===== config.mk =====
export PLATFORM = sky130hd
export DESIGN_NAME = step_counter
export DESIGN_NICKNAME = d
export VERILOG_FILES = /design/src/rtl/step_counter_pkg.sv /design/src/rtl/step_counter_next.sv /design/src/rtl/step_counter_ahead.sv /design/src/rtl/step_counter.sv
export SDC_FILE = /design/constraint.sdc
export NUM_CORES = 1
export LEC_CHECK = 0
export BUFFER_PORTS_ARGS = -buffer_cell sky130_fd_sc_hd__buf_4
export CORE_AREA = 2 2 39 41
export DETAILED_ROUTE_END_ITERATION = 12
export DIE_AREA = 0 0 41 43
export PLACE_DENSITY = 0.51
export SLEW_MARGIN = 40
export SYNTH_ARGS = -nofsm -noshare
export SYNTH_HDL_FRONTEND = slang
export SYNTH_SLANG_ARGS = --single-unit

===== constraint.sdc =====
create_clock -name clk_i -period 1.1 [get_ports clk_i]
set_input_delay 0.055 -clock clk_i [delete_from_list [all_inputs] [get_ports clk_i]]
set_output_delay 0.055 -clock clk_i [all_outputs]
set_load 0.02 [all_outputs]

===== src/rtl/step_counter_pkg.sv =====
package step_counter_pkg;
   typedef enum logic {
      CNT_UP   = 1'b0,
      CNT_DOWN = 1'b1
   } cnt_dir_e;
endpackage


===== src/rtl/step_counter_next.sv =====
module step_counter_next
   import step_counter_pkg::*;
#(
   parameter int       CNT_W = 4,
   parameter cnt_dir_e DIR   = CNT_UP
) (
   input  logic [CNT_W-1:0] cnt_i,
   output logic [CNT_W-1:0] nxt_o,
   output logic             edge_o
);
   localparam logic [CNT_W-1:0] ONE = CNT_W'(1);

   generate
      if (DIR == CNT_UP) begin : g_up
         assign nxt_o  = cnt_i + ONE;
         assign edge_o = &cnt_i;
      end else begin : g_down
         assign nxt_o  = cnt_i - ONE;
         assign edge_o = ~|cnt_i;
      end
   endgenerate
endmodule


===== src/rtl/step_counter_ahead.sv =====
module step_counter_ahead
   import step_counter_pkg::*;
#(
   parameter int       CNT_W = 4,
   parameter cnt_dir_e DIR   = CNT_UP,
   parameter int       AHEAD = 0
) (
   input  logic [CNT_W-1:0] cnt_i,
   output logic [CNT_W-1:0] ahead_o
);
   localparam logic [CNT_W-1:0] DIST = CNT_W'(AHEAD);

   generate
      if (AHEAD == 0) begin : g_zero
         assign ahead_o = cnt_i;
      end else if (DIR == CNT_UP) begin : g_up
         assign ahead_o = cnt_i + DIST;
      end else begin : g_down
         assign ahead_o = cnt_i - DIST;
      end
   endgenerate
endmodule


===== src/rtl/step_counter.sv =====
module step_counter
   import step_counter_pkg::*;
#(
   parameter int       CNT_W     = 4,
   parameter int       PWRUP_VAL = 0,
   parameter int       RST_VAL   = 0,
   parameter cnt_dir_e DIR       = CNT_UP,
   parameter int       AHEAD     = 0
) (
   input  logic             clk_i,
   input  logic             srst_i,
   input  logic             en_i,
   input  logic             step_i,
   input  logic             load_i,
   input  logic [CNT_W-1:0] load_val_i,
   output logic [CNT_W-1:0] count_o,
   output logic [CNT_W-1:0] ahead_o,
   output logic             wrap_o
);
   localparam longint           SPAN       = longint'(1) << CNT_W;
   localparam logic [CNT_W-1:0] START_VAL  = CNT_W'(PWRUP_VAL);
   localparam logic [CNT_W-1:0] RESET_VAL  = CNT_W'(RST_VAL);
   localparam logic [CNT_W-1:0] STEP_DELTA = (DIR == CNT_UP) ? CNT_W'(1) : {CNT_W{1'b1}};
   localparam logic [CNT_W-1:0] AHEAD_DIFF = (DIR == CNT_UP) ? CNT_W'(AHEAD) : CNT_W'(0) - CNT_W'(AHEAD);
   localparam logic [CNT_W-1:0] WRAP_FROM  = (DIR == CNT_UP) ? {CNT_W{1'b1}} : '0;
   localparam logic [CNT_W-1:0] WRAP_TO    = (DIR == CNT_UP) ? '0 : {CNT_W{1'b1}};

   // elaboration-time parameter checks
   generate
      if (CNT_W < 1 || CNT_W > 31) begin : g_bad_width
         $error("step_counter: CNT_W must lie in 1..31");
      end
      if (PWRUP_VAL < 0 || longint'(PWRUP_VAL) >= SPAN) begin : g_bad_pwrup
         $error("step_counter: PWRUP_VAL out of range");
      end
      if (RST_VAL < 0 || longint'(RST_VAL) >= SPAN) begin : g_bad_rst
         $error("step_counter: RST_VAL out of range");
      end
      if (AHEAD < 0 || longint'(AHEAD) >= SPAN) begin : g_bad_ahead
         $error("step_counter: AHEAD out of range");
      end
   endgenerate

   logic [CNT_W-1:0] cnt_q = START_VAL;
   logic             wrap_q = 1'b0;
   logic [CNT_W-1:0] cnt_nxt;
   logic             at_edge;
   logic             do_load;
   logic             do_step;

   step_counter_next #(
      .CNT_W (CNT_W),
      .DIR   (DIR)
   ) next_i (
      .cnt_i  (cnt_q),
      .nxt_o  (cnt_nxt),
      .edge_o (at_edge)
   );

   step_counter_ahead #(
      .CNT_W (CNT_W),
      .DIR   (DIR),
      .AHEAD (AHEAD)
   ) ahead_i (
      .cnt_i   (cnt_q),
      .ahead_o (ahead_o)
   );

   assign do_load = en_i & load_i;
   assign do_step = en_i & ~load_i & step_i;

   // priority: reset, then load, then step
   always_ff @(posedge clk_i) begin
      if (srst_i) begin
         cnt_q  <= RESET_VAL;
         wrap_q <= 1'b0;
      end else begin
         if (do_load) begin
            cnt_q <= load_val_i;
         end else if (do_step) begin
            cnt_q <= cnt_nxt;
         end
         wrap_q <= do_step & at_edge;
      end
   end

   assign count_o = cnt_q;
   assign wrap_o  = wrap_q;

   p_reset_r1: assert property (@(posedge clk_i)
      srst_i |=> (count_o == RESET_VAL) && !wrap_o);

   p_hold_r3: assert property (@(posedge clk_i) disable iff (srst_i)
      !en_i |=> $stable(count_o) && !wrap_o);

   p_load_wins_r4: assert property (@(posedge clk_i) disable iff (srst_i)
      (en_i && load_i) |=> (count_o == $past(load_val_i)) && !wrap_o);

   p_step_r5: assert property (@(posedge clk_i) disable iff (srst_i)
      (en_i && !load_i && step_i) |=> (count_o == $past(count_o) + STEP_DELTA));

   p_idle_r6: assert property (@(posedge clk_i) disable iff (srst_i)
      (en_i && !load_i && !step_i) |=> $stable(count_o) && !wrap_o);

   p_ahead_r7: assert property (@(posedge clk_i)
      CNT_W'(ahead_o - count_o) == AHEAD_DIFF);

   p_wrap_real_r8: assert property (@(posedge clk_i) disable iff (srst_i)
      wrap_o |-> (count_o == WRAP_TO));

   p_wrap_seen_r8: assert property (@(posedge clk_i) disable iff (srst_i)
      (en_i && !load_i && step_i && count_o == WRAP_FROM) |=> wrap_o);
endmodule


==> After elaboration in Yosys (flattened, before gate mapping) <==
Index checks and enable logic that the tools add are counted.
{ "word_totals": {"ff_bits": 5, "memories": 0, "ram_bits": 0, "input_bits": 9, "latch_bits": 0, "rom_bits": 0, "out_inout_bits": 9} }
{ "classes": {"bitwise": 5, "add_sub_neg": 1, "div_mod_pow": 0, "order_cmp": 0, "shift": 0, "n_mul": 0, "n_reduce_logical": 2, "muxes": 2, "n_eq_ne": 0} }
{ "ops": {"columns": ["cell", "count"], "rows": [
  ["4-bit 2-to-1 mux", 2],
  ["4-bit by 1-bit adder with 4-bit output (second input constant)", 1],
  ["1-bit AND", 4],
  ["4-bit AND reduction", 1],
  ["2-bit nonzero test", 1],
  ["1-bit inverter", 1]
]} }

==> Logic depth before layout (Yosys ltp) <==
Gate-level depths: netlist (run 1).
{ "depth": {"ltp_word": 5, "depth_mapped": 4, "depth_no_buf": 4} }

==> Hierarchy <==
From an unflattened synthesis (run 1), not the netlist that was laid out.
{ "hier_totals": {"cells_unflattened": 33, "hier_area_um2": 306.5} }
{ "modules_own_cells": {"columns": ["module", "area_each_um2", "cells_per_inst", "n_inst"], "rows": [
  ["step_counter", 230.2, 23, 1],
  ["step_counter_next", 46.3, 6, 1],
  ["step_counter_ahead", 30.0, 4, 1]
]} }

==> Worst setup path before layout (run 1) <==
OpenSTA, ideal clock, no wires.
{ "synth_path": {"path_kind": "reg2reg", "start": "register cnt_q[0], in the netlist count_o[0]", "end": "register cnt_q[2], in the netlist count_o[2]", "path_stages_with_launch": 5, "arrival_time_ns": 1.122, "t_required_ns": 1.014, "path_slack_ns": -0.108, "setup_time_ns": 0.086, "path_cell_list": "dfxtp_1 > ha_1 > nand3_2 > xor2_1 > a211oi_1"} }
{ "synth_via": {"elab_chain_len": 3} }
{ "synth_rtl": {"columns": ["element", "line_no", "source"], "rows": [
  ["from (decl)", "step_counter.sv:44", "logic [CNT_W-1:0] cnt_q = START_VAL;"],
  ["from (signal assigned)", "step_counter.sv:79", "cnt_q <= load_val_i;"],
  ["from (signal assigned)", "step_counter.sv:81", "cnt_q <= cnt_nxt;"],
  ["4-bit by 1-bit adder with 4-bit output", "step_counter_next.sv:15", "assign nxt_o = cnt_i + ONE;"],
  ["4-bit 2-to-1 mux", "step_counter.sv:80", "end else if (do_step) begin"],
  ["4-bit 2-to-1 mux", "step_counter.sv:78", "if (do_load) begin"]
]} }
Every way passes these cells. The select of a mux whose other input is x is not followed.
A chain may end at the register's enable or synchronous reset.

==> Final worst setup path (run 1) <==
{ "layout_path": {"start": "register cnt_q[1], in the netlist count_o[1]", "end": "register cnt_q[1], in the netlist count_o[1]"} }
The elaborated chain is that of the path after synthesis.

==> results of run 1 <==
==> placed cells by master, fill, tap and decap left out <==
cell type	count
nor3b_1	1
dfxtp_1	3
o21a_1	1
o21ai_1	1
and2_0	1
o32ai_1	1
nor2_1	1
a211oi_1	3
nand3_2	1
a21oi_1	2
buf_4	20
dfxtp_2	1
inv_1	1
dfxtp_4	1
nor4b_1	1
ha_2	1
clkbuf_4	3
nand3_1	2
clkbuf_1	1
and3_1	1
a21o_1	1
xor2_1	1
nand2_1	2
o21ai_0	1
dlygate4sd3_1	1
nand2b_1	1
==> per-layer routing <==
layer | track usage, % | up-vias | wire (µm)
met2 | 14.4 | 8 | 371
met4 | 12.0 | 0 | 0
met5 | 0 | - | 0
met1 | 12.5 | 140 | 265
li1 | - | 158 | -
met3 | 1.57 | 0 | 47
==> power groups by stage <==
| stage | Sequential [W] | Combinational, W | Clock [W] |
|---|---|---|---|
| after global placement | 0.000204 | 0.000127 | 0 |
| after floorplan | 0.000217 | 0.0000539 | 0 |
| after global routing | 0.000200 | 0.000149 | 0.000239 |
| after detailed placement | 0.000204 | 0.000127 | 0 |
| final | 0.000199 | 0.000134 | 0.000215 |
| after CTS | 0.000200 | 0.000130 | 0.000231 |
==> cells in the mapped netlist, drive strengths merged <==
| cell | number | area share, % |
|---|---|---|
| nand3 | 3 | 7.0 |
| inv | 1 | 1.3 |
| nor4b | 1 | 3.0 |
| nand2b | 1 | 2.2 |
| o21ai | 2 | 3.5 |
| nand2 | 2 | 2.6 |
| o32ai | 1 | 3.0 |
| o21a | 1 | 2.6 |
| dfxtp | 5 | 35 |
| nor2 | 1 | 1.3 |
| buf | 4 | 10 |
| and2 | 1 | 2.2 |
| nor3b | 1 | 2.6 |
| ha | 1 | 4.3 |
| and3 | 1 | 2.2 |
| a21oi | 2 | 3.5 |
| a21o | 1 | 2.6 |
| a211oi | 3 | 7.8 |
| xor2 | 1 | 3.0 |
==> sequential cells by signal, summed over array words and instances, names as in the netlist <==
signal and cells:
wrap_o 1, count_o 4
==> cells by family after synthesis <==
| kind of cell | synth area share [%] |
|---|---|
| AO/OA/AOI/OAI | 23.0 |
| XOR/XNOR | 3.04 |
| adder cells (fa/ha/maj) | 4.35 |
| buffers and inverters | 11.7 |
| flip-flops | 34.8 |
| AND/OR/NAND/NOR | 23.0 |
==> metrics by stage <==
stage          hold slack [ns]  util [%]  TNS (ns)  setup WS (ns)  std cells
6_report                0.0393      34.1         0         0.0838         70
5_1_grt                 0.0496      34.1  -0.00609       -0.00609         70
4_1_cts                 0.0286      33.2         0         0.0412         69
3_5_place_dp             0.255      30.6         0         0.0556         64
3_3_place_gp             0.255      30.6         0         0.0825         64
2_1_floorplan            0.117         -         0        0.00678         33
==> final cells by class <==
| cell class | instances | share of cell area, % |
|---|---|---|
| Clock buffer | 4 | 5.57 |
| Inverter | 1 | 0.796 |
| Multi-Input combinational cell | 23 | 33.2 |
| Sequential cell | 5 | 22.3 |
| Tap cell | 16 | 4.24 |
| Timing Repair Buffer | 21 | 34.0 |
==> worst min-delay path by stage <==
stage	startpoint	to	slack, ns
after floorplan	srst_i	count_o[0]$_SDFFE_PP0P_	0.12
after global placement	srst_i	count_o[0]$_SDFFE_PP0P_	0.25
after detailed placement	srst_i	count_o[0]$_SDFFE_PP0P_	0.25
after CTS	load_i	wrap_o$_SDFF_PP0_	0.03
after global routing	load_i	wrap_o$_SDFF_PP0_	0.05
final	load_i	wrap_o$_SDFF_PP0_	0.04
==> timing repair <==
action / CTS / global route
hold buffers: 1 / 0
resized for setup: 0 / 2
endpoints found under the setup margin: 0 / 1
setup buffers: 0 / 1
hold endpoints to repair: 3 / 0
==> metrics.csv, run 1 <==
stage,metric,value,unit
clocking,Root Buffer,clkbuf_4,
worst_setup_path,CP Data Required Time,1.21,ns
worst_setup_path,Crit. path cell count,3,
global_routing,vias in the first global route,314,
power_and_ir_drop,Int Pwr,0.000398,W
worst_setup_path,CP most frequent cell,a211oi_1,
worst_setup_path,CP max stage delay,0.35,ns
power_and_ir_drop,Switching Fraction,27.3,%
synth,mapped cell area,288,µm²
synth,syn nets,43,
detailed_routing,post-route antenna net violation count,0,
cells_and_area,FF+latch area,105,µm²
floorplanning,DIE HEIGHT,43,µm
power_and_ir_drop,pwr dens,1160,nW/µm²
power_and_ir_drop,LEAKAGE,0.214,nW
power_and_ir_drop,Pwr Total,0.000548,W
cells_and_area,area taken by multi-input logic gates,156,µm²
synth,Synth Register Bits,5,
hold_path,Worst Hold Depth,2,
detailed_routing,vias post-DR,306,
synth,yosys warns,0,
sta,final hold violations,0,
floorplanning,starting density of the core,20.8,%
power_and_ir_drop,clock power share,39.2,%
power_and_ir_drop,maximum vdd ir drop,265,µV
detailed_routing,routed wire length per instance,9.79,µm
worst_setup_path,crit path buf inv count,0,
worst_setup_path,crit-path cells,ha_2 -> a211oi_1 -> a211oi_1,
global_routing,largest net degree at the start of global routing,9,
sta,"Setup violations, final",0,
global_routing,initial antenna violation count,0,
power_and_ir_drop,fraction of power consumed by sequential logic,36.4,%
run,max-cap violations,0,
cells_and_area,layout cells sized above 1,50.0,%
worst_setup_path,Critical Path Sink Type,flip-flop,
cells_and_area,Area Growth Syn to Fin,63.9,%
placement,IO buf count,17,
detailed_routing,# DRC,0,
clocking,# H-tree levels,1,
floorplanning,boundary pin count,18,
cells_and_area,Fill cells,150,
floorplanning,FP Rows,14,
floorplanning,Die Width,41,µm
detailed_routing,DR vias/cell,4.37,
worst_setup_path,reg2reg setup slack,0.08,ns
sta,worst-margin pin slew,0.333,ns
clocking,total CTS buffers,3,
cells_and_area,fin area,472,µm²
placement,placed cell areas,423,µm²
clocking,# clock sinks,5,
detailed_routing,Iteration-0 DRC Markers,1,
sta,slew margin rel.,77.6,%
synth,count of cell types in the netlist,21,
global_routing,global-route wire length before repair,1240,µm
worst_setup_path,Critical Path Start Type,flip-flop,
worst_setup_path,"critical path fanouts, max",4,
synth,mean post-synth cell area,8.72,µm²
sta,Worst Skew,0.00162,ns
clocking,worst skew pair latency,0.24,ns
worst_setup_path,Crit path max-delay family,flip-flops,
worst_setup_path,CP max stage cell,dfxtp_4,
detailed_routing,Pre-antenna DRT Iters,2,
sta,Max Clk Rate,984,MHz
hold_path,Hold Crit Class,in2reg,
global_routing,grt total ovfl,0,
clocking,CTS Buffer Depth,2,
cells_and_area,Layout Nets,65,
floorplanning,Die Area,1760,µm²
sta,max-slew violations,0,
cells_and_area,# diodes,0,
worst_setup_path,crit path DAT,1.13,ns
worst_setup_path,critical path class,reg2reg,
worst_setup_path,critical path launch point,count_o[1]$_SDFFE_PP0P_,
worst_setup_path,RR Endpoint,count_o[1]$_SDFFE_PP0P_,
outcome,outcome,finished clean,
detailed_routing,routed wire length,685,µm
sta,min Tclk post-route,1.02,ns
synth,Mapped Cells,33,
worst_setup_path,Reg-to-Reg Start,count_o[1]$_SDFFE_PP0P_,
worst_setup_path,Reg2Reg Depth,3,
placement,routability cong.,0.685,
clocking,Clock transition at path regs,0.04,ns
global_routing,GRT Total Usage,10.6,%
clocking,CTS tree,yes,
worst_setup_path,crit path to,count_o[1]$_SDFFE_PP0P_,
power_and_ir_drop,power share of the combinational group,24.4,%
power_and_ir_drop,switching power,0.000149,W
sta,fin crit share,92.4,%
placement,dpl hpwl,531,µm
floorplanning,core area,1380,µm²
synth,sequential area share after synthesis,34.8,%
Note: power is estimated with default switching activity, not from simulation.
==> inputs of run 2 (changes only) <==
Settings changed: CELL_PAD_IN_SITES_DETAIL_PLACEMENT set to 0, CELL_PAD_IN_SITES_GLOBAL_PLACEMENT set to 1, PLACE_DENSITY 0.51 to 0.67.
==> run 2 against run 1 <==
Register-to-register slack about the same. Critical path type is now in2reg. Maximum frequency decreased by 0.88%. Cell area increased by 2.1%. First-iteration DRC count increased to 4.0 times the previous value. Wire length increased by 4.1%. Global-route usage decreased by 1.4 points. Power decreased by 1.1%. Cell count unchanged. Hold slack improved by 0.0090 ns. Clock-buffer cell count unchanged. Flip-flop and latch count unchanged. Worst setup slack got worse by 0.0090 ns.
==> metrics.csv, run 2 (synthesis gave the netlist of run 1 again) <==
stage,metric,value,unit
outcome,outcome,finished clean,
detailed_routing,vias post-DR,300,
hold_path,Hold Crit Class,in2reg,
power_and_ir_drop,Pwr Total,0.000542,W
detailed_routing,post-route antenna net violation count,0,
cells_and_area,Area Growth Syn to Fin,67.4,%
global_routing,GRT Total Usage,9.23,%
power_and_ir_drop,pwr dens,1120,nW/µm²
cells_and_area,Layout Nets,65,
worst_setup_path,Critical Path Sink Type,flip-flop,
cells_and_area,Fill cells,154,
sta,final hold violations,0,
sta,Final TNS setup,0,ns
cells_and_area,FF+latch area,105,µm²
sta,final worst setup slack,0.0749,ns
clocking,Clock transition at path regs,0.04,ns
power_and_ir_drop,maximum vdd ir drop,277,µV
detailed_routing,DR vias/cell,4.29,
floorplanning,FP Rows,14,
floorplanning,core area,1380,µm²
worst_setup_path,CP Data Required Time,1.23,ns
cells_and_area,"most common cell after layout, fill and taps aside",buf_4,
worst_setup_path,crit path DAT,1.16,ns
sta,worst-margin pin slew,0.258,ns
clocking,worst skew pair latency,0.24,ns
sta,min Tclk post-route,1.03,ns
sta,Max Clk Rate,975,MHz
sta,Worst Skew,0.00218,ns
clocking,# clock sinks,5,
clocking,# H-tree levels,1,
clocking,CTS tree,yes,
global_routing,initial antenna violation count,0,
cells_and_area,area taken by multi-input logic gates,166,µm²
floorplanning,boundary pin count,18,
global_routing,global-route wire length before repair,1030,µm
detailed_routing,routed wire length per instance,10.2,µm
run,max-cap violations,0,
detailed_routing,Iteration-0 DRC Markers,4,
floorplanning,Die Area,1760,µm²
sta,fin crit share,93.2,%
placement,pre-CTS WS,0.0606,ns
sta,max-slew violations,0,
global_routing,grt total ovfl,0,
worst_setup_path,"critical path fanouts, max",5,
global_routing,vias in the first global route,257,
floorplanning,starting density of the core,20.8,%
detailed_routing,routed wire length,713,µm
floorplanning,Die Width,41,µm
placement,placed cell areas,430,µm²
clocking,CTS Buffer Depth,2,
cells_and_area,fin area,482,µm²
clocking,setup bufs post-CTS,0,
global_routing,largest net degree at the start of global routing,9,
worst_setup_path,critical path class,in2reg,
cells_and_area,layout cells sized above 1,50.0,%
placement,routability cong.,0.709,
sta,RSZ-0062 raised after global routing,false,
worst_setup_path,Critical Path Start Type,input pin,
placement,IO buf count,17,
power_and_ir_drop,LEAKAGE,0.214,nW
clocking,Root Buffer,clkbuf_4,
detailed_routing,# DRC,0,
floorplanning,DIE HEIGHT,43,µm
cells_and_area,# diodes,0,
cells_and_area,max FFs per register,4,
sta,slew margin rel.,82.6,%
cells_and_area,"leading cell types in the layout, fill and taps excluded","buf_4, a211oi_1, clkbuf_4, dfxtp_1",
clocking,total CTS buffers,3,
sta,"Setup violations, final",0,
placement,dpl hpwl,545,µm
detailed_routing,Pre-antenna DRT Iters,4,
## run 2: cell types whose count changed in the layout (fill, tap and decap cells not counted)
cell | before | now
ha_4 | 0 | 1
ha_2 | 1 | 0
## run 2: where the power goes
part           leakage (nW)  switching [W]  internal (W)
clock network        0.0150      0.0000676      0.000137
registers            0.0419      0.0000108      0.000192
logic                 0.157      0.0000636     0.0000713
total                 0.214       0.000142      0.000400
## run 2: routing by layer
metal	up-vias	global-route usage, %	wire, µm
met4	0	10.0	14
li1	159	-	-
met3	2	3.66	59
met1	125	11.2	348
met5	-	0	0
met2	14	10.9	289
## run 2: through the flow
stage | utilization, % | hold WS (ns) | std cells
finish | 34.8 | 0.0483 | 70
floorplan | - | 0.117 | 33
CTS | 33.0 | 0.00534 | 69
global placement | 31.1 | 0.258 | 65
detailed placement | 31.1 | 0.258 | 65
global route | 34.8 | 0.0538 | 70
## run 2: layout make-up
| cell class | instances | share of cell area [%] |
|---|---|---|
| clock buffer | 4 | 5.45 |
| inverter | 1 | 0.779 |
| multi-input combinational | 23 | 34.5 |
| sequential | 5 | 21.8 |
| tap | 16 | 4.16 |
| timing repair buffer | 21 | 33.2 |
## run 2: path summary, 6_finish.rpt
check | startpoint | end | slack [ns] | depth (start not counted)
min | load_i | wrap_o$_SDFF_PP0_ | 0.05 | 2
min reg2reg | count_o[1]$_SDFFE_PP0P_ | count_o[1]$_SDFFE_PP0P_ | 0.50 | 2
max | srst_i | wrap_o$_SDFF_PP0_ | 0.07 | 4
max reg2reg | count_o[1]$_SDFFE_PP0P_ | count_o[2]$_SDFFE_PP0P_ | 0.09 | 4
## run 2: repair_timing
item	in CTS	in global routing
hold endpoints to repair	0	1
hold buffers	0	1
gates resized for setup	0	3
endpoints found under the setup margin	0	1
## run 2: critical path, cell delays in order
cell,delay (ns)
dlygate4sd3_1,0.54
buf_4,0.15
nand2b_1,0.15
nor4b_1,0.26
